### config.mk
export PLATFORM = sky130hd
export DESIGN_NAME = isa_io_port
export DESIGN_NICKNAME = d
export VERILOG_FILES = /design/src/rtl/isa_io_pkg.sv /design/src/rtl/isa_sync.sv /design/src/rtl/isa_rst_filter.sv /design/src/rtl/isa_width_qual.sv /design/src/rtl/isa_regfile.sv /design/src/rtl/isa_io_port.sv
export SDC_FILE = /design/constraint.sdc
export NUM_CORES = 1
export LEC_CHECK = 0
export BUFFER_PORTS_ARGS = -buffer_cell sky130_fd_sc_hd__buf_4
export CAP_MARGIN = 25
export CORE_MARGIN = 3
export CORE_UTILIZATION = 30
export DETAILED_ROUTE_END_ITERATION = 6
export GPL_TIMING_DRIVEN = 0
export RECOVER_POWER = 50
export SYNTH_ARGS = -nofsm -noshare
export SYNTH_HDL_FRONTEND = slang
export SYNTH_SLANG_ARGS = --single-unit
### constraint.sdc
create_clock -name clk -period 2.8 [get_ports clk]
set_input_delay 0.56 -clock clk [delete_from_list [all_inputs] [get_ports clk]]
set_output_delay 0.56 -clock clk [all_outputs]
set_load 0.01 [all_outputs]
### src/rtl/isa_io_pkg.sv
package isa_io_pkg;

  typedef enum logic [1:0] {
    XFER_LOW_LANE  = 2'd0,
    XFER_HIGH_LANE = 2'd1,
    XFER_WORD      = 2'd2
  } xfer_e;

  // Transfer shape for one command, from width state, address LSB and sbhe_n.
  function automatic xfer_e pick_xfer(input logic wide_ok, input logic a0,
                                      input logic hbe_n);
    if (wide_ok && !hbe_n) return a0 ? XFER_HIGH_LANE : XFER_WORD;
    return XFER_LOW_LANE;
  endfunction

endpackage

### src/rtl/isa_sync.sv
module isa_sync #(
  parameter int    STAGES  = 2,
  parameter logic  RST_VAL = 1'b0
) (
  input  logic clk,
  input  logic rst,
  input  logic d,
  output logic q
);
  logic [STAGES-1:0] chain;

  generate
    for (genvar i = 0; i < STAGES; i++) begin : g_stage
      if (i == 0) begin : g_first
        always_ff @(posedge clk) begin
          if (rst) chain[0] <= RST_VAL;
          else     chain[0] <= d;
        end
      end else begin : g_next
        always_ff @(posedge clk) begin
          if (rst) chain[i] <= RST_VAL;
          else     chain[i] <= chain[i-1];
        end
      end
    end
  endgenerate

  assign q = chain[STAGES-1];
endmodule

### src/rtl/isa_rst_filter.sv
module isa_rst_filter #(
  parameter int MIN_CYCLES = 10
) (
  input  logic clk,
  input  logic rst_req,
  output logic rst_eff
);
  localparam int CW = $clog2(MIN_CYCLES + 1);

  logic [CW-1:0] held;

  always_ff @(posedge clk) begin
    if (!rst_req) begin
      held    <= '0;
      rst_eff <= 1'b0;
    end else begin
      if (held != CW'(MIN_CYCLES)) held <= held + 1'b1;
      rst_eff <= (held >= CW'(MIN_CYCLES - 1));
    end
  end
endmodule

### src/rtl/isa_width_qual.sv
module isa_width_qual (
  input  logic clk,
  input  logic rst,
  input  logic cs16_s,
  input  logic sbhe_s,
  output logic wide_ok
);
  logic seen_high;
  logic seen_fall;
  logic sbhe_prev;

  always_ff @(posedge clk) begin
    if (rst) begin
      seen_high <= 1'b0;
      seen_fall <= 1'b0;
      sbhe_prev <= 1'b0;
    end else begin
      sbhe_prev <= sbhe_s;
      if (cs16_s)               seen_high <= 1'b1;
      if (sbhe_prev && !sbhe_s) seen_fall <= 1'b1;
    end
  end

  assign wide_ok = seen_high & seen_fall;
endmodule

### src/rtl/isa_regfile.sv
module isa_regfile #(
  parameter int NREG   = 8,
  parameter int BYTE_W = 8,
  localparam int IDX_W  = $clog2(NREG),
  localparam int DATA_W = 2 * BYTE_W
) (
  input  logic              clk,
  input  logic [1:0]        we,
  input  logic [IDX_W-1:0]  waddr,
  input  logic [DATA_W-1:0] wdata,
  input  logic [IDX_W-1:0]  raddr,
  output logic [DATA_W-1:0] rdata
);
  generate
    for (genvar l = 0; l < 2; l++) begin : g_lane
      logic [BYTE_W-1:0] bank [NREG];
      logic [BYTE_W-1:0] q;
      always_ff @(posedge clk) begin
        if (we[l]) bank[waddr] <= wdata[l*BYTE_W +: BYTE_W];
        q <= bank[raddr];
      end
      assign rdata[l*BYTE_W +: BYTE_W] = q;
    end
  endgenerate
endmodule

### src/rtl/isa_io_port.sv
module isa_io_port #(
  parameter int          ADDR_W      = 10,
  parameter int          DATA_W      = 16,
  parameter int          NREG        = 8,
  parameter logic [9:0]  BASE_ADDR   = 10'h300,
  parameter int          RST_MIN     = 10,
  parameter int          SYNC_STAGES = 2,
  parameter int          RDY_LOW     = 2
) (
  input  logic              clk,
  input  logic              rst,
  input  logic              aen_n,
  input  logic [ADDR_W-1:0] sa,
  input  logic              sbhe_n,
  input  logic              ior_n,
  input  logic              iow_n,
  input  logic [DATA_W-1:0] sd_in,
  output logic [DATA_W-1:0] sd_out,
  output logic              sd_oe_lo,
  output logic              sd_oe_hi,
  output logic              cs16_drive,
  input  logic              cs16_sense,
  output logic              iochrdy
);
  import isa_io_pkg::*;

  localparam int BYTE_W  = DATA_W / 2;
  localparam int IDX_W   = $clog2(NREG);
  localparam int WIN_LSB = IDX_W + 1;
  localparam int CNT_W   = $clog2(RDY_LOW + 1);

  logic rst_eff;
  logic ior_s, iow_s, cs16_s, sbhe_s;
  logic ior_p, iow_p;
  logic wide_ok;

  isa_rst_filter #(.MIN_CYCLES(RST_MIN)) u_rst (
    .clk(clk), .rst_req(rst), .rst_eff(rst_eff)
  );

  isa_sync #(.STAGES(SYNC_STAGES), .RST_VAL(1'b1)) u_sync_rd (
    .clk(clk), .rst(rst_eff), .d(ior_n), .q(ior_s)
  );
  isa_sync #(.STAGES(SYNC_STAGES), .RST_VAL(1'b1)) u_sync_wr (
    .clk(clk), .rst(rst_eff), .d(iow_n), .q(iow_s)
  );
  isa_sync #(.STAGES(SYNC_STAGES), .RST_VAL(1'b0)) u_sync_cs (
    .clk(clk), .rst(rst_eff), .d(cs16_sense), .q(cs16_s)
  );
  isa_sync #(.STAGES(SYNC_STAGES), .RST_VAL(1'b0)) u_sync_hbe (
    .clk(clk), .rst(rst_eff), .d(sbhe_n), .q(sbhe_s)
  );

  isa_width_qual u_width (
    .clk(clk), .rst(rst_eff), .cs16_s(cs16_s), .sbhe_s(sbhe_s), .wide_ok(wide_ok)
  );

  // Address decode: window of 2*NREG bytes at the base.
  logic hit_now;
  assign hit_now    = !aen_n &&
                      (sa[ADDR_W-1:WIN_LSB] == BASE_ADDR[ADDR_W-1:WIN_LSB]);
  assign cs16_drive = hit_now & ~rst;

  // Command edge detection on the synchronised strobes.
  always_ff @(posedge clk) begin
    if (rst_eff) begin
      ior_p <= 1'b1;
      iow_p <= 1'b1;
    end else begin
      ior_p <= ior_s;
      iow_p <= iow_s;
    end
  end

  logic act_rd, act_wr, act_any;
  assign act_rd  = ior_p & ~ior_s & hit_now;
  assign act_wr  = iow_p & ~iow_s & hit_now;
  assign act_any = act_rd | act_wr;

  xfer_e            xfer;
  logic [IDX_W-1:0] idx;
  assign xfer = pick_xfer(wide_ok, sa[0], sbhe_n);
  assign idx  = sa[IDX_W:1];

  // Register file write lanes.
  logic [1:0]        we;
  logic [DATA_W-1:0] wdata;
  logic [DATA_W-1:0] rword;

  always_comb begin
    we    = 2'b00;
    wdata = {sd_in[BYTE_W-1:0], sd_in[BYTE_W-1:0]};
    unique case (xfer)
      XFER_WORD: begin
        we    = {act_wr, act_wr};
        wdata = sd_in;
      end
      XFER_HIGH_LANE: begin
        we    = {act_wr, 1'b0};
        wdata = {sd_in[DATA_W-1:BYTE_W], sd_in[BYTE_W-1:0]};
      end
      default: begin
        we = sa[0] ? {act_wr, 1'b0} : {1'b0, act_wr};
      end
    endcase
  end

  isa_regfile #(.NREG(NREG), .BYTE_W(BYTE_W)) u_regs (
    .clk(clk), .we(we), .waddr(idx), .wdata(wdata), .raddr(idx), .rdata(rword)
  );

  // Read data, lane enables and ready counter.
  logic [DATA_W-1:0] dout_q;
  logic              oe_lo_q, oe_hi_q;
  logic [CNT_W-1:0]  rdy_cnt;

  always_ff @(posedge clk) begin
    if (rst_eff) begin
      dout_q  <= '0;
      oe_lo_q <= 1'b0;
      oe_hi_q <= 1'b0;
    end else if (act_rd) begin
      unique case (xfer)
        XFER_WORD: begin
          dout_q  <= rword;
          oe_lo_q <= 1'b1;
          oe_hi_q <= 1'b1;
        end
        XFER_HIGH_LANE: begin
          dout_q  <= {rword[DATA_W-1:BYTE_W], {BYTE_W{1'b0}}};
          oe_lo_q <= 1'b0;
          oe_hi_q <= 1'b1;
        end
        default: begin
          dout_q  <= {{BYTE_W{1'b0}},
                      (sa[0] ? rword[DATA_W-1:BYTE_W] : rword[BYTE_W-1:0])};
          oe_lo_q <= 1'b1;
          oe_hi_q <= 1'b0;
        end
      endcase
    end else if (ior_s) begin
      oe_lo_q <= 1'b0;
      oe_hi_q <= 1'b0;
    end
  end

  always_ff @(posedge clk) begin
    if (rst_eff)             rdy_cnt <= '0;
    else if (act_any)        rdy_cnt <= CNT_W'(RDY_LOW);
    else if (rdy_cnt != '0)  rdy_cnt <= rdy_cnt - 1'b1;
  end

  assign sd_out   = dout_q;
  assign sd_oe_lo = oe_lo_q & ~rst;
  assign sd_oe_hi = oe_hi_q & ~rst;
  assign iochrdy  = (rdy_cnt == '0) | rst;

endmodule

==> summary.txt <==
Synthesis
  • Synthesized cell area: between 7000 and 8000 um2
  • Synth Register Bits: 182
  • Syn nets: ~540
  • Post-synthesis sequential area ratio: approximately two thirds
  • Synth Area in Adders: less than 1%
  • Synth warn: 0
  • Mapped Cells: ~510
  • Area fraction in compound gates after synthesis: 5.32%
  • Post-Syn Area per Cell: ~14 um2
  • Synth unique cells: 60
  • Area share of and/or/nand/nor cells after synthesis: around an eighth
  • Async S/R FF share, synth: 0%
  • Synth Area in XOR/XNOR: less than 1%
  • Post-synth EDFFs: 128
  • Top_reg_cell synth: edfxtp_1
  • Largest family of logic cells by synthesized area: simple AND/OR/NAND/NOR gates
  • Post-synthesis mux area share: between 10% and 20%

Floorplan
  • Cell Rows: 56
  • Die area: around 26000 um2
  • Die span in y: ~160 um
  • CORE AREA: approximately 24000 um2
  • # IOs: 53
  • Starting Density: 30.9%
  • Die span in x: between 150 and 200 um

Global route
  • Grt met1 use: a little under a fifth
  • Met3 global-route usage: under 10%
  • Gr busiest metal: met2
  • Vias in the first global route: roughly 4600
  • GRT Util Overall: ~14%
  • Largest net degree at the start of global routing: 18
  • Antenna violations before repair: 0
  • GRT Residual Overflow: 0
  • First-pass GRT wire length: around 27000 um
  • Met2 GRT Util: a little over a fifth

Detailed routing
  • Drc violations: 0
  • Drt pass-1 iters: 5
  • Initial DRC count: ~370
  • Drt total wl: 17400 um
  • Vias per inst: between 4 and 5
  • Total number of vias: between 4000 and 5000
  • WL per Instance: approximately 19 um
  • Post-route ant nets: 0

STA
  • Final period util: between 80% and 90%
  • Slew Viols, Final: 0
  • Worst slew pin tran: 1.05 ns
  • Slew HR: roughly 30%
  • Hold_ws: approximately 0.31 ns
  • Worst Clk Skew: around 0.012 ns
  • Final Hold Vio Count: 0
  • Setup TNS: 0 ns
  • Fmax: slightly above 400 MHz
  • Crit path time final: ~2.5 ns
  • Final Setup Violations: 0
  • RSZ-0062 raised after global routing: false

Power and ir drop
  • Worst vdd ir: around 0.36 mV
  • Power Density: about 660 nW/um2
  • Power Total: roughly 5.7 mW
  • LEAKAGE: roughly 3.2 nW

Worst setup path
  • CP arrival: ~2.6 ns
  • Worst path top cell family by delay: buffers and inverters
  • Crit-path most repeated cell: clkbuf_1
  • WP data required: between 2 and 3 ns
  • Worst path bufs/invs: 5
  • Startpoint types: input port
  • Crit path cell chain: clkbuf_1 > buf_4 > clkbuf_1 > clkbuf_1 > nor4_2 > buf_4
  • CP Capture Type: register
  • Slowest library cell on the worst path: nor4_2
  • CP Max Fanout: 10
  • Slowest stage delay, CP: between 0.7 and 0.8 ns
  • Crit Path Category: in -> reg

CTS
  • H-Tree Level Count: 4
  • Worst-skew pair later-pin latency: about 0.43 ns
  • CTS tree: yes
  • Worst-path clk slew: ~0.070 ns
  • Clk sinks: between 150 and 200
  • Post-CTS setup buffer count: 0
  • CTS buffer count: 17
  • Post-CTS sizing: 0
  • CTS Root Cell: clkbuf_16
  • Clock buffer depth: 2
  • Hold_buf cts: 0

Layout
  • Final Cell Area: ~8600 um2
  • Synth-to-Final Area Change: 16.8%
  • Finished Layout Cells: around 910
  • FF+latch area: roughly 4900 um2
  • Layout cells sized above 1: between 10% and 20%
  • Multi-input gate area: ~2200 um2
  • Layout Nets: slightly above 600
  • Antenna cells: 0
  • Fillcell total: around 2300

Worst hold path
  • HP Class: in -> reg

Placed design
  • # placed instances: 880
  • DP Area: ~8200 um2
  • DP HPWL: 12500 um
  • Count of buffers from port buffering: 49
  • Routability-driven placement congestion ratio: ~0.85

Run
  • Max-Cap Viols: 0

Status
  • Status: finished, final reports clean
-- area by class of cell --
| type | instances | share of cell area [%] |
|---|---|---|
| sequential | 182 | 57.4 |
| multi-input combinational | 286 | 25.4 |
| clock buffer | 17 | 4.96 |
| tap | 319 | 4.66 |
| timing repair buffer | 54 | 3.60 |
| buffer | 29 | 2.04 |
| clock inverter | 15 | 1.42 |
| inverter | 10 | 0.438 |
-- logic make-up after synthesis --
logic type,Yosys count
and+or+nand+nor,167
buffers and inverters,39
DFF,182
adders and majority gates,4
muxes,62
xor gates and xnor gates,2
AOI/OAI and AO/OA,51
-- through the flow --
stage          util (%)  setup WS [ns]
2_1_floorplan         -          0.522
3_3_place_gp       34.1         -0.319
3_5_place_dp       34.3        0.00669
4_1_cts            36.6          0.455
5_1_grt            36.1          0.202
6_report           36.1          0.322
-- synth_stat cells, types with 9 or more instances --
master,n,area [um2]
nand2b_1,19,119
a21oi_1,9,45.0
mux2_2,16,180
nand3_1,9,45.0
nor2b_1,12,75.1
nand2_1,44,165
nor2_1,25,93.8
edfxtp_1,128,3840
buf_2,10,50.1
dfxtp_1,54,1080
nand3b_1,20,150
mux2i_1,33,330
-- worst register-to-register path, stage by stage (launching register included) --
cell       delay [ns]
dfxtp_1          0.40
and3b_1          0.19
buf_2            0.26
o2111ai_1        0.26
nor2_1           0.82
-- cell usage in the layout, fill, tap and decap left out, drive strengths merged, types with 8 or more instances in the layout --
cell,netlist,layout
edfxtp,128,128
clkbuf,6,56
dfxtp,54,54
nand2,44,44
buf,23,44
mux2i,33,33
nor2,25,25
mux2,21,21
nand3b,20,20
nand2b,19,19
inv,9,16
nor2b,12,12
nand3,10,10
a21oi,9,9
mux4,8,8
nor3,8,8
-- layer usage --
layer  vias to the layer above  share of wire (%)
li1                       2031                  -
met4                         0                1.7
met2                       167                 46
met1                      2186                 44
met5                         -                  0
met3                        25                7.7
-- power breakdown --
part | internal, mW | switching, mW | total [mW] | leakage (nW)
sequential | 2.96 | 0.0421 | 3.00 | 1.60
clock | 1.16 | 1.07 | 2.23 | 0.258
combinational | 0.171 | 0.256 | 0.427 | 1.29
total | 4.29 | 1.37 | 5.66 | 3.15
-- final timing paths --
path,start,end,slack [ns],depth (start not counted)
worst max-delay path,sa[2],u_regs.g_lane[0].bank[4][6],0.32,6
worst min-delay path,ior_n,u_sync_rd.chain[0],0.31,2
worst max register to register,u_width.seen_fall,u_regs.g_lane[1].bank[7][4],0.49,4
worst min register to register,u_sync_wr.chain[0],u_sync_wr.q,0.41,1
-- state kept, by name, indices dropped and copies added, names as in the netlist, 2 cells and up --
signal,count
u_regs.g_lane.q,16
u_regs.g_lane.bank,128
rdy_cnt,2
u_rst.held,4
sd_out,16
(Power assumes the default switching activity.)
